`src/rtl/txd_pkg.sv`:
```
package txd_pkg;

    typedef enum logic [3:0] {
        ST_IDLE,
        ST_RD_BUF,
        ST_RD_SIZE,
        ST_RD_NEXT,
        ST_FETCH,
        ST_EMIT,
        ST_WRBACK,
        ST_ADVANCE,
        ST_UNDERRUN
    } walk_state_t;

    typedef struct packed {
        logic [7:0] data;
        logic       sof;
        logic       eof;
    } beat_t;

endpackage

```
`src/rtl/txd_cfg_regs.sv`:
```
module txd_cfg_regs #(
    parameter int unsigned AW = 32,
    parameter int unsigned WORD_BYTES = 4
) (
    input  logic          clk,
    input  logic          rst_n,
    input  logic          mac_tx_on,
    input  logic          base_wr,
    input  logic [AW-1:0] base_wdata,
    input  logic          kick_wr,
    input  logic          kick_bit,
    input  logic          walk_busy,
    input  logic          walk_done,
    output logic [AW-1:0] base_addr,
    output logic          dma_en,
    output logic          start
);
    localparam logic [AW-1:0] ALIGN_MASK = ~AW'(WORD_BYTES - 1);

    logic [AW-1:0] base_q;
    logic          en_q;

    // A start needs an idle walker, a 1 written and the MAC transmitter enabled
    assign start     = kick_wr && kick_bit && mac_tx_on && !walk_busy;
    assign base_addr = base_q;
    assign dma_en    = en_q;

    always_ff @(posedge clk or negedge rst_n) begin
        if (!rst_n) begin
            base_q <= '0;
            en_q   <= 1'b0;
        end else begin
            if (base_wr) begin
                base_q <= base_wdata & ALIGN_MASK;
            end
            if (walk_done) begin
                en_q <= 1'b0;
            end else if (kick_wr && !walk_busy) begin
                en_q <= kick_bit;
            end
        end
    end
endmodule

```
`src/rtl/txd_lane_pick.sv`:
```
module txd_lane_pick #(
    parameter int unsigned DW = 32,
    localparam int unsigned LANES = DW / 8,
    localparam int unsigned LANE_W = (LANES > 1) ? $clog2(LANES) : 1
) (
    input  logic [DW-1:0]     word,
    input  logic [LANE_W-1:0] lane,
    output logic [7:0]        byte_o
);
    logic [7:0] lanes [LANES];

    for (genvar g = 0; g < LANES; g++) begin : g_lane
        assign lanes[g] = word[8*g +: 8];
    end

    assign byte_o = lanes[lane];
endmodule

```
`src/rtl/txd_out_steer.sv`:
```
module txd_out_steer
    import txd_pkg::*;
(
    input  logic       beat_valid,
    input  beat_t      beat,
    input  logic       to_loop,
    output logic       beat_ready,
    output logic       line_valid,
    input  logic       line_ready,
    output logic [7:0] line_data,
    output logic       line_sof,
    output logic       line_eof,
    output logic       lb_valid,
    input  logic       lb_ready,
    output logic [7:0] lb_data,
    output logic       lb_sof,
    output logic       lb_eof
);
    always_comb begin
        line_valid = beat_valid && !to_loop;
        lb_valid   = beat_valid && to_loop;
        line_data  = beat.data;
        lb_data    = beat.data;
        line_sof   = beat.sof && !to_loop;
        line_eof   = beat.eof && !to_loop;
        lb_sof     = beat.sof && to_loop;
        lb_eof     = beat.eof && to_loop;
        beat_ready = to_loop ? lb_ready : line_ready;
    end
endmodule

```
`src/rtl/txd_walk_fsm.sv`:
```
module txd_walk_fsm
    import txd_pkg::*;
#(
    parameter int unsigned AW = 32,
    parameter int unsigned DW = 32,
    parameter int unsigned LEN_W = 11,
    parameter int unsigned EMPTY_BIT = 31
) (
    input  logic          clk,
    input  logic          rst_n,
    input  logic          start,
    input  logic [AW-1:0] base_addr,
    input  logic          loop_on,
    output logic          mem_req,
    output logic          mem_we,
    output logic [AW-1:0] mem_addr,
    output logic [DW-1:0] mem_wdata,
    input  logic          mem_ack,
    input  logic [DW-1:0] mem_rdata,
    output logic          beat_valid,
    output beat_t         beat,
    output logic          to_loop,
    input  logic          beat_ready,
    output logic          sent_pulse,
    output logic          underrun_pulse,
    output logic          walk_busy,
    output logic          walk_done
);
    localparam int unsigned   WB         = DW / 8;
    localparam int unsigned   LANE_W     = (WB > 1) ? $clog2(WB) : 1;
    localparam logic [AW-1:0] OFS_SIZE   = AW'(WB);
    localparam logic [AW-1:0] OFS_NEXT   = AW'(2 * WB);
    localparam logic [AW-1:0] ALIGN_MASK = ~AW'(WB - 1);
    localparam logic [DW-1:0] OWN_FLAG   = DW'(1) << EMPTY_BIT;

    walk_state_t      state_q, state_d;
    logic [AW-1:0]    desc_q;
    logic [AW-1:0]    buf_q;
    logic [AW-1:0]    next_q;
    logic [DW-1:0]    size_q;
    logic [DW-1:0]    word_q;
    logic [LEN_W-1:0] remain_q;
    logic             first_q;
    logic             loop_q;
    logic [7:0]       lane_byte;
    logic             last_beat;

    assign last_beat = (remain_q == LEN_W'(1));

    txd_lane_pick #(.DW(DW)) u_lane (
        .word   (word_q),
        .lane   (buf_q[LANE_W-1:0]),
        .byte_o (lane_byte)
    );

    // Next-state logic
    always_comb begin
        state_d = state_q;
        unique case (state_q)
            ST_IDLE:     if (start) state_d = ST_RD_BUF;
            ST_RD_BUF:   if (mem_ack) state_d = ST_RD_SIZE;
            ST_RD_SIZE: begin
                if (mem_ack) begin
                    state_d = mem_rdata[EMPTY_BIT] ? ST_UNDERRUN : ST_RD_NEXT;
                end
            end
            ST_RD_NEXT: begin
                if (mem_ack) begin
                    state_d = (size_q[LEN_W-1:0] == '0) ? ST_WRBACK : ST_FETCH;
                end
            end
            ST_FETCH:    if (mem_ack) state_d = ST_EMIT;
            ST_EMIT: begin
                if (beat_ready) begin
                    if (last_beat) begin
                        state_d = ST_WRBACK;
                    end else if (&buf_q[LANE_W-1:0]) begin
                        state_d = ST_FETCH;
                    end else begin
                        state_d = ST_EMIT;
                    end
                end
            end
            ST_WRBACK:   if (mem_ack) state_d = ST_ADVANCE;
            ST_ADVANCE:  state_d = ST_RD_BUF;
            ST_UNDERRUN: state_d = ST_IDLE;
            default:     state_d = ST_IDLE;
        endcase
    end

    // State register and walk datapath
    always_ff @(posedge clk or negedge rst_n) begin
        if (!rst_n) begin
            state_q  <= ST_IDLE;
            desc_q   <= '0;
            buf_q    <= '0;
            next_q   <= '0;
            size_q   <= '0;
            word_q   <= '0;
            remain_q <= '0;
            first_q  <= 1'b0;
            loop_q   <= 1'b0;
        end else begin
            state_q <= state_d;
            case (state_q)
                ST_IDLE:    if (start) desc_q <= base_addr;
                ST_RD_BUF:  if (mem_ack) buf_q <= AW'(mem_rdata);
                ST_RD_SIZE: if (mem_ack) size_q <= mem_rdata;
                ST_RD_NEXT: begin
                    if (mem_ack) begin
                        next_q   <= AW'(mem_rdata) & ALIGN_MASK;
                        remain_q <= size_q[LEN_W-1:0];
                        first_q  <= 1'b1;
                        loop_q   <= loop_on;
                    end
                end
                ST_FETCH:   if (mem_ack) word_q <= mem_rdata;
                ST_EMIT: begin
                    if (beat_ready) begin
                        buf_q    <= buf_q + AW'(1);
                        remain_q <= remain_q - LEN_W'(1);
                        first_q  <= 1'b0;
                    end
                end
                ST_ADVANCE: desc_q <= next_q;
                default: ;
            endcase
        end
    end

    // Outputs decoded from the state
    always_comb begin
        mem_req        = 1'b0;
        mem_we         = 1'b0;
        mem_addr       = '0;
        mem_wdata      = '0;
        beat_valid     = 1'b0;
        sent_pulse     = 1'b0;
        underrun_pulse = 1'b0;
        walk_done      = 1'b0;
        unique case (state_q)
            ST_IDLE: ;
            ST_RD_BUF: begin
                mem_req  = 1'b1;
                mem_addr = desc_q;
            end
            ST_RD_SIZE: begin
                mem_req  = 1'b1;
                mem_addr = desc_q + OFS_SIZE;
            end
            ST_RD_NEXT: begin
                mem_req  = 1'b1;
                mem_addr = desc_q + OFS_NEXT;
            end
            ST_FETCH: begin
                mem_req  = 1'b1;
                mem_addr = buf_q & ALIGN_MASK;
            end
            ST_EMIT:    beat_valid = 1'b1;
            ST_WRBACK: begin
                mem_req   = 1'b1;
                mem_we    = 1'b1;
                mem_addr  = desc_q + OFS_SIZE;
                mem_wdata = size_q | OWN_FLAG;
            end
            ST_ADVANCE: sent_pulse = 1'b1;
            ST_UNDERRUN: begin
                underrun_pulse = 1'b1;
                walk_done      = 1'b1;
            end
            default: ;
        endcase
    end

    assign beat.data = lane_byte;
    assign beat.sof  = first_q;
    assign beat.eof  = last_beat;
    assign to_loop   = loop_q;
    assign walk_busy = (state_q != ST_IDLE);
endmodule

```
`src/rtl/txd_chain_dma.sv`:
```
module txd_chain_dma
    import txd_pkg::*;
#(
    parameter int unsigned AW = 32,
    parameter int unsigned DW = 32,
    parameter int unsigned LEN_W = 11,
    parameter int unsigned EMPTY_BIT = 31
) (
    input  logic          clk,
    input  logic          rst_n,
    input  logic          mac_tx_on,
    input  logic          loop_on,
    input  logic          base_wr,
    input  logic [AW-1:0] base_wdata,
    input  logic          kick_wr,
    input  logic          kick_bit,
    output logic          dma_en,
    output logic          mem_req,
    output logic          mem_we,
    output logic [AW-1:0] mem_addr,
    output logic [DW-1:0] mem_wdata,
    input  logic          mem_ack,
    input  logic [DW-1:0] mem_rdata,
    output logic          line_valid,
    input  logic          line_ready,
    output logic [7:0]    line_data,
    output logic          line_sof,
    output logic          line_eof,
    output logic          lb_valid,
    input  logic          lb_ready,
    output logic [7:0]    lb_data,
    output logic          lb_sof,
    output logic          lb_eof,
    output logic          sent_pulse,
    output logic          underrun_pulse
);
    localparam int unsigned WORD_BYTES = DW / 8;

    logic          start;
    logic          walk_busy;
    logic          walk_done;
    logic [AW-1:0] base_addr;
    logic          beat_valid;
    logic          beat_ready;
    logic          to_loop;
    beat_t         beat;

    txd_cfg_regs #(.AW(AW), .WORD_BYTES(WORD_BYTES)) u_cfg (
        .clk        (clk),
        .rst_n      (rst_n),
        .mac_tx_on  (mac_tx_on),
        .base_wr    (base_wr),
        .base_wdata (base_wdata),
        .kick_wr    (kick_wr),
        .kick_bit   (kick_bit),
        .walk_busy  (walk_busy),
        .walk_done  (walk_done),
        .base_addr  (base_addr),
        .dma_en     (dma_en),
        .start      (start)
    );

    txd_walk_fsm #(.AW(AW), .DW(DW), .LEN_W(LEN_W), .EMPTY_BIT(EMPTY_BIT)) u_walk (
        .clk            (clk),
        .rst_n          (rst_n),
        .start          (start),
        .base_addr      (base_addr),
        .loop_on        (loop_on),
        .mem_req        (mem_req),
        .mem_we         (mem_we),
        .mem_addr       (mem_addr),
        .mem_wdata      (mem_wdata),
        .mem_ack        (mem_ack),
        .mem_rdata      (mem_rdata),
        .beat_valid     (beat_valid),
        .beat           (beat),
        .to_loop        (to_loop),
        .beat_ready     (beat_ready),
        .sent_pulse     (sent_pulse),
        .underrun_pulse (underrun_pulse),
        .walk_busy      (walk_busy),
        .walk_done      (walk_done)
    );

    txd_out_steer u_steer (
        .beat_valid (beat_valid),
        .beat       (beat),
        .to_loop    (to_loop),
        .beat_ready (beat_ready),
        .line_valid (line_valid),
        .line_ready (line_ready),
        .line_data  (line_data),
        .line_sof   (line_sof),
        .line_eof   (line_eof),
        .lb_valid   (lb_valid),
        .lb_ready   (lb_ready),
        .lb_data    (lb_data),
        .lb_sof     (lb_sof),
        .lb_eof     (lb_eof)
    );
endmodule

```
`config.mk`:
```
export PLATFORM = sky130hd
export DESIGN_NAME = txd_chain_dma
export DESIGN_NICKNAME = d
export VERILOG_FILES = /design/src/rtl/txd_pkg.sv /design/src/rtl/txd_cfg_regs.sv /design/src/rtl/txd_lane_pick.sv /design/src/rtl/txd_out_steer.sv /design/src/rtl/txd_walk_fsm.sv /design/src/rtl/txd_chain_dma.sv
export SDC_FILE = /design/constraint.sdc
export NUM_CORES = 1
export LEC_CHECK = 0
export BUFFER_PORTS_ARGS = -buffer_cell sky130_fd_sc_hd__buf_2
export CAP_MARGIN = 20
export CORE_MARGIN = 5
export CORE_UTILIZATION = 28
export DETAILED_ROUTE_END_ITERATION = 10
export GPL_ROUTABILITY_DRIVEN = 1
export GPL_TIMING_DRIVEN = 0
export SYNTH_ARGS = -nofsm -noshare
export SYNTH_HDL_FRONTEND = slang
export SYNTH_SLANG_ARGS = --single-unit
```
`constraint.sdc`:
```
create_clock -name clk -period 2 [get_ports clk]
set_clock_uncertainty 0.15 [all_clocks]
set_input_delay 0.1 -clock clk [delete_from_list [all_inputs] [get_ports clk]]
set_output_delay 0.1 -clock clk [all_outputs]
set_load 0.03 [all_outputs]
```
# Word-level counts from Yosys, hierarchy flattened
# Index checks and enable logic that the tools add are counted.
# op_classes
n_lt_le_gt_ge,1
n_mux,36
n_reduce_logical,29
addsub,4
bitwise_logic,1
eq_ne,16
# ops
operator,n
$mux W32,4
$pmux W32 S2,2
$pmux W32 S4,1
$mux W4,9
$add A32 B1 Y32 const B,1
$add A32 B3 Y32 const B,1
$add A32 B4 Y32 const B,1
$pmux W4 S8,1
$mux W11,2
$pmux W11 S2,1
$bmux W8 S2,1
$eq A4 B3 Y1 const B,4
$mux W8,2
$ne A2 B2 Y1 const B,7
$eq A11 B1 Y1 const B,1
$logic_not A11 Y1,1
$mux W1,11
$sub A11 B1 Y11 const B,1
$logic_and A1 B1 Y1,10
$reduce_and A2 Y1,5
$eq A4 B2 Y1 const B,2
$reduce_bool A2 Y1,4
$reduce_and A7 Y1,1
$reduce_and A3 Y1,2
11 further kinds,12
# totals
reg_bits,205
out_inout_bits,91

# Longest topological paths before layout
# logic_depth
depth_word,5
ltp_mapped,8
ltp_nobuf,6

# Cells and area by module
# A second synthesis with hierarchy kept.
# unflattened
hier_cells,1145
hier_area_um2,11686.2
# by_module_without_submodules
module,seq_area_each_um2,area_each_um2,n_inst,cells_per_inst
txd_walk_fsm,4354.2,9992.1,1,1040
txd_cfg_regs,775.7,1313.8,1,72
txd_lane_pick,0.0,196.4,1,10
txd_out_steer,0.0,183.9,1,23

# Worst setup path before layout
# OpenSTA, ideal clock, no wires.
# synth_path
path_kind,flip-flop to output port
startpoint,register u_walk.desc_q[4]
endpoint,output mem_addr[21]
path_buffers,0
stages_incl_launch_ff,6
t_arrival_ps,2449
slack_ps,-699
path_cell_list,dfrtp_1 > ha_1 > nand3_1 > nor3_1 > nand2_1 > o311ai_0
# synth_via
elab_chain_len,2
# synth_lines
element,line,source
start: declaration,txd_walk_fsm.sv:37,logic [AW-1:0] desc_q;
start signal: assignment,txd_walk_fsm.sv:106,ST_IDLE: if (start) desc_q <= base_addr;
start signal: assignment,txd_walk_fsm.sv:125,ST_ADVANCE: desc_q <= next_q;
$add A32 B3 Y32 / $add A32 B4 Y32 (equally long branches),"txd_walk_fsm.sv:149, txd_walk_fsm.sv:163, txd_walk_fsm.sv:153",
$pmux W32 S4 (*),txd_walk_fsm.sv:141,unique case (state_q)
end: declaration,txd_chain_dma.sv:20,"output logic [AW-1:0] mem_addr,"
# Mark *: on every way between the ends. The rest lies on a longest branch, timed or not.

# Worst setup path in the final report
# layout_path
startpoint,register u_walk.state_q[2]
endpoint,output mem_addr[16]
# layout_via
elab_chain_len,3
# layout_lines
element,line,source
start: declaration,txd_walk_fsm.sv:36,"walk_state_t state_q, state_d;"
start signal: assignment,txd_walk_fsm.sv:104,state_q <= state_d;
$eq A4 B2 Y1 / $eq A4 B3 Y1 (equally long branches),txd_walk_fsm.sv:141,
$reduce_or A2 Y1 (no line),--,
$pmux W32 S4 (*),txd_walk_fsm.sv:141,
# Marked as above.

==> flow_summary.json <==
{
  "status": "complete, but fails checks",
  "violations": "setup timing",
  "period_minus_slack_ns": 2.726,
  "grt_pass1_vias": 11232,
  "critPathRequiredTime_ns": 1.75,
  "antenna_found_initial": 0,
  "drc": 0,
  "hp-class": "in2reg",
  "place_congestion": 0.9372,
  "grt_max_degree": 115,
  "slew_headroom_pct": 34.52,
  "drive_gt1_share_pct": 48.02,
  "syn_area_sq_mm": 0.01125,
  "placed_cell_area_sq_mm": 0.01294,
  "ir_drop_mv": 0.7836,
  "dp.cells": 1835,
  "vias": 11472,
  "crit_arrival_ns": 2.48,
  "cp_max_fo": 5,
  "fin_cells": 2119,
  "p_seq_share_pct": 25.2,
  "fin_tns_setup_ns": -73.07,
  "combPwrFrac_pct": 59.8,
  "grt_overflow": 0,
  "yosys_warnings": 0,
  "avgSynthCellArea_sq_um": 9.789,
  "cp_cell_sequence": "buf_6 -> clkbuf_16 -> nand3b_1 -> a21oi_4 -> nand3_4 -> or4_4 -> nand3_4 -> buf_6",
  "clk_transition_reported_paths_ns": 0.06,
  "dr.first_iter.drc_count": 1097,
  "setup_violations": 255,
  "worstSetupStartpointType": "flop",
  "vias_per_cell": 5.414,
  "slew_violations": 0,
  "cp_top_family": "simple AND/OR/NAND/NOR gates",
  "num_rows": 73,
  "synthCells": 1149,
  "final_cell_mix": "dfrtp_1 (184), nand2_1 (134), buf_6 (130), buf_4 (130), mux2_2 (123)",
  "synth-edff-count": 0,
  "htree_levels": 1,
  "clock_sinks": 203,
  "die_height_microns": 210.4,
  "hold_viol": 0,
  "rsz0062_at_grt": "yes",
  "synth_seq_cells": 203,
  "final_common_cell": "dfrtp_1",
  "critPathMaxStageDelay_ns": 0.46,
  "r2r_slack_ns": -0.43,
  "cts_root_buffer": "clkbuf_16",
  "worst_slack_ns": -0.7259,
  "clockBufferDepth": 3,
  "yosysUniqueCellTypes": 79,
  "grt_pass1_wl_mm": 69.35,
  "io_buffers": 158,
  "cp-end-kind": "output pin",
  "async_reset_ff_share_pct": 100.0,
  "worstSkewPairLatency_ns": 0.54,
  "p_sw_mw": 13.47,
  "p_clk_share_pct": 15.0,
  "die_area_sq_mm": 0.04428,
  "tightestPinTransition_ns": 0.9822,
  "first_pass_iters": 5,
  "core-area_sq_mm": 0.03973,
  "dp_hpwl_mm": 31.67,
  "max_freq_mhz": 366.8,
  "initial_utilization_pct": 28.31,
  "critPathKind": "reg2out",
  "slowest_stage": "or4_4",
  "yosysSeqAreaShare_pct": 45.17,
  "groute.usage.overall_pct": 20.14,
  "wirelength_mm": 47.27,
  "p_leak_nw": 7.689,
  "fin_util_pct": 45.40,
  "swShare_pct": 43.03,
  "p_int_mw": 17.84,
  "area_delta_synth_final_pct": 60.37,
  "cts_tree": "built",
  "die_x_microns": 210.4,
  "fin_nets": 1655,
  "hold_slack_ns": 0.01150,
  "max-cap-violations": 0,
  "ant_nets": 0,
  "wl_per_cell_microns": 22.31,
  "synth_flop_cell": "dfrtp_1",
  "io_pins": 165,
  "cts_buffers": 24,
  "crit_buf_inv": 3,
  "final_design_area_no_fill_sq_mm": 0.01804,
  "nFillCells": 3672,
  "power_density_mw_per_mm2": 1736,
  "min_period_over_period_pct": 136.3
}
final timing paths:
| path | from | endpoint | depth (start not counted) |
|---|---|---|---|
| worst max-delay path | u_walk.state_q[2] | mem_addr[16] | 8 |
| worst min register to register | u_walk.word_q[19] | u_walk.word_q[19] | 1 |
| worst min-delay path | base_wr | u_cfg.base_addr[4] | 2 |
| worst max register to register | u_walk.state_q[0] | u_walk.buf_q[24] | 11 |
| max in group asynchronous | rst_n | u_walk.desc_q[26] | 3 |
| min in group asynchronous | rst_n | u_walk.size_q[3] | 2 |
cells by family after synthesis:
kind of cell             after synthesis  synth area share [%]
AND/OR/NAND/NOR                      441                 19.59
AO/OA/AOI/OAI                        242                 14.56
flip-flops                           203                 45.17
multiplexers                         142                 14.92
buffers and inverters                106                 4.439
XOR/XNOR                               8                0.6229
adder cells (fa/ha/maj)                6                0.6675
other                                  1               0.03334
layer usage:
| metal | global-route usage, % | share of wire [%] | vias to the layer above | routed length (microns) |
|---|---|---|---|---|
| li1 | - | - | 5111 | - |
| met1 | 27.02 | 41 | 5719 | 19590 |
| met2 | 32.35 | 47 | 527 | 22370 |
| met3 | 3.855 | 7.2 | 115 | 3417 |
| met4 | 7.825 | 4.0 | 0 | 1898 |
| met5 | 0 | 0 | - | 0 |
cell usage after synthesis, drive strengths merged (5+ instances only):
master	count	area share (%)
dfrtp	203	45
nand2	145	4.8
mux2	125	13
nor2	95	3.2
buf	50	2.6
a31oi	48	2.7
a21oi	47	2.1
clkbuf	45	1.5
o21ai	41	1.9
and2	38	2.1
nand3	33	1.5
nand4	26	1.6
nor3	21	0.93
and3	17	0.95
nor4	16	0.95
and4	12	0.93
o22ai	12	0.72
inv	11	0.37
a22oi	10	0.71
mux2i	9	0.80
a32oi	8	0.62
mux4	8	1.6
nand2b	8	0.45
a221o	7	0.62
o211ai	7	0.47
ha	6	0.67
o22a	6	0.47
or3	6	0.33
a311oi	5	0.39
a41oi	5	0.39
or4	5	0.33
sequential cells by signal, summed over array words and instances, names as in the netlist, 4 cells and up:
| register | cells |
|---|---|
| u_walk.remain_q | 11 |
| u_walk.state_q | 4 |
| u_walk.size_q | 31 |
| u_walk.next_q | 30 |
| u_walk.buf_q | 32 |
| u_walk.desc_q | 30 |
| u_cfg.base_addr | 30 |
| u_walk.word_q | 32 |
through the flow:
stage / worst slack, ns / power [mW]
final: -0.7259 / 31.31
after global routing: -0.7996 / 32.76
after CTS: -0.7418 / 29.44
after detailed placement: -0.6782 / 20.22
after global placement: -3.233 / 19.99
after floorplan: -0.06214 / 16.05
worst reg2reg max path: cells and delay by family (launching register included):
family / cells / cell delay (ns)
AND/OR/NAND/NOR: 3 / 0.76
buffers and inverters: 7 / 0.88
flip-flops: 1 / 0.44
AO/OA/AOI/OAI: 1 / 0.10
final cells by class:
type / instances / area [sq um] / share of cell area (%)
Buffer: 87 / 938.4 / 5.203
Antenna cell: 1 / 2.502 / 0.01387
Multi-Input combinational cell: 841 / 6720 / 37.26
Timing Repair Buffer: 407 / 3712 / 20.58
Tap cell: 525 / 656.9 / 3.642
Clock buffer: 33 / 674.4 / 3.739
Clock inverter: 11 / 178.9 / 0.9920
Sequential cell: 203 / 5104 / 28.29
Inverter: 11 / 50.05 / 0.2775
power groups by stage:
stage | combinational, mW | sequential, mW | clock [mW]
floorplan | 9.05 | 7.00 | 0
global placement | 12.3 | 7.73 | 0
detailed placement | 12.4 | 7.79 | 0
CTS | 16.9 | 7.75 | 4.79
global route | 19.7 | 8.06 | 4.95
finish | 18.7 | 7.90 | 4.69
timing repair:
action                                  CTS  global route
resized for setup                       445           162
buffers inserted                         99            53
endpoints found under the hold margin   270             0
hold buffers                             88             0
pin swaps                                62            74
endpoints found under the setup margin  258           258
cloned                                    9             6
Note: power is estimated with default switching activity, not from simulation.
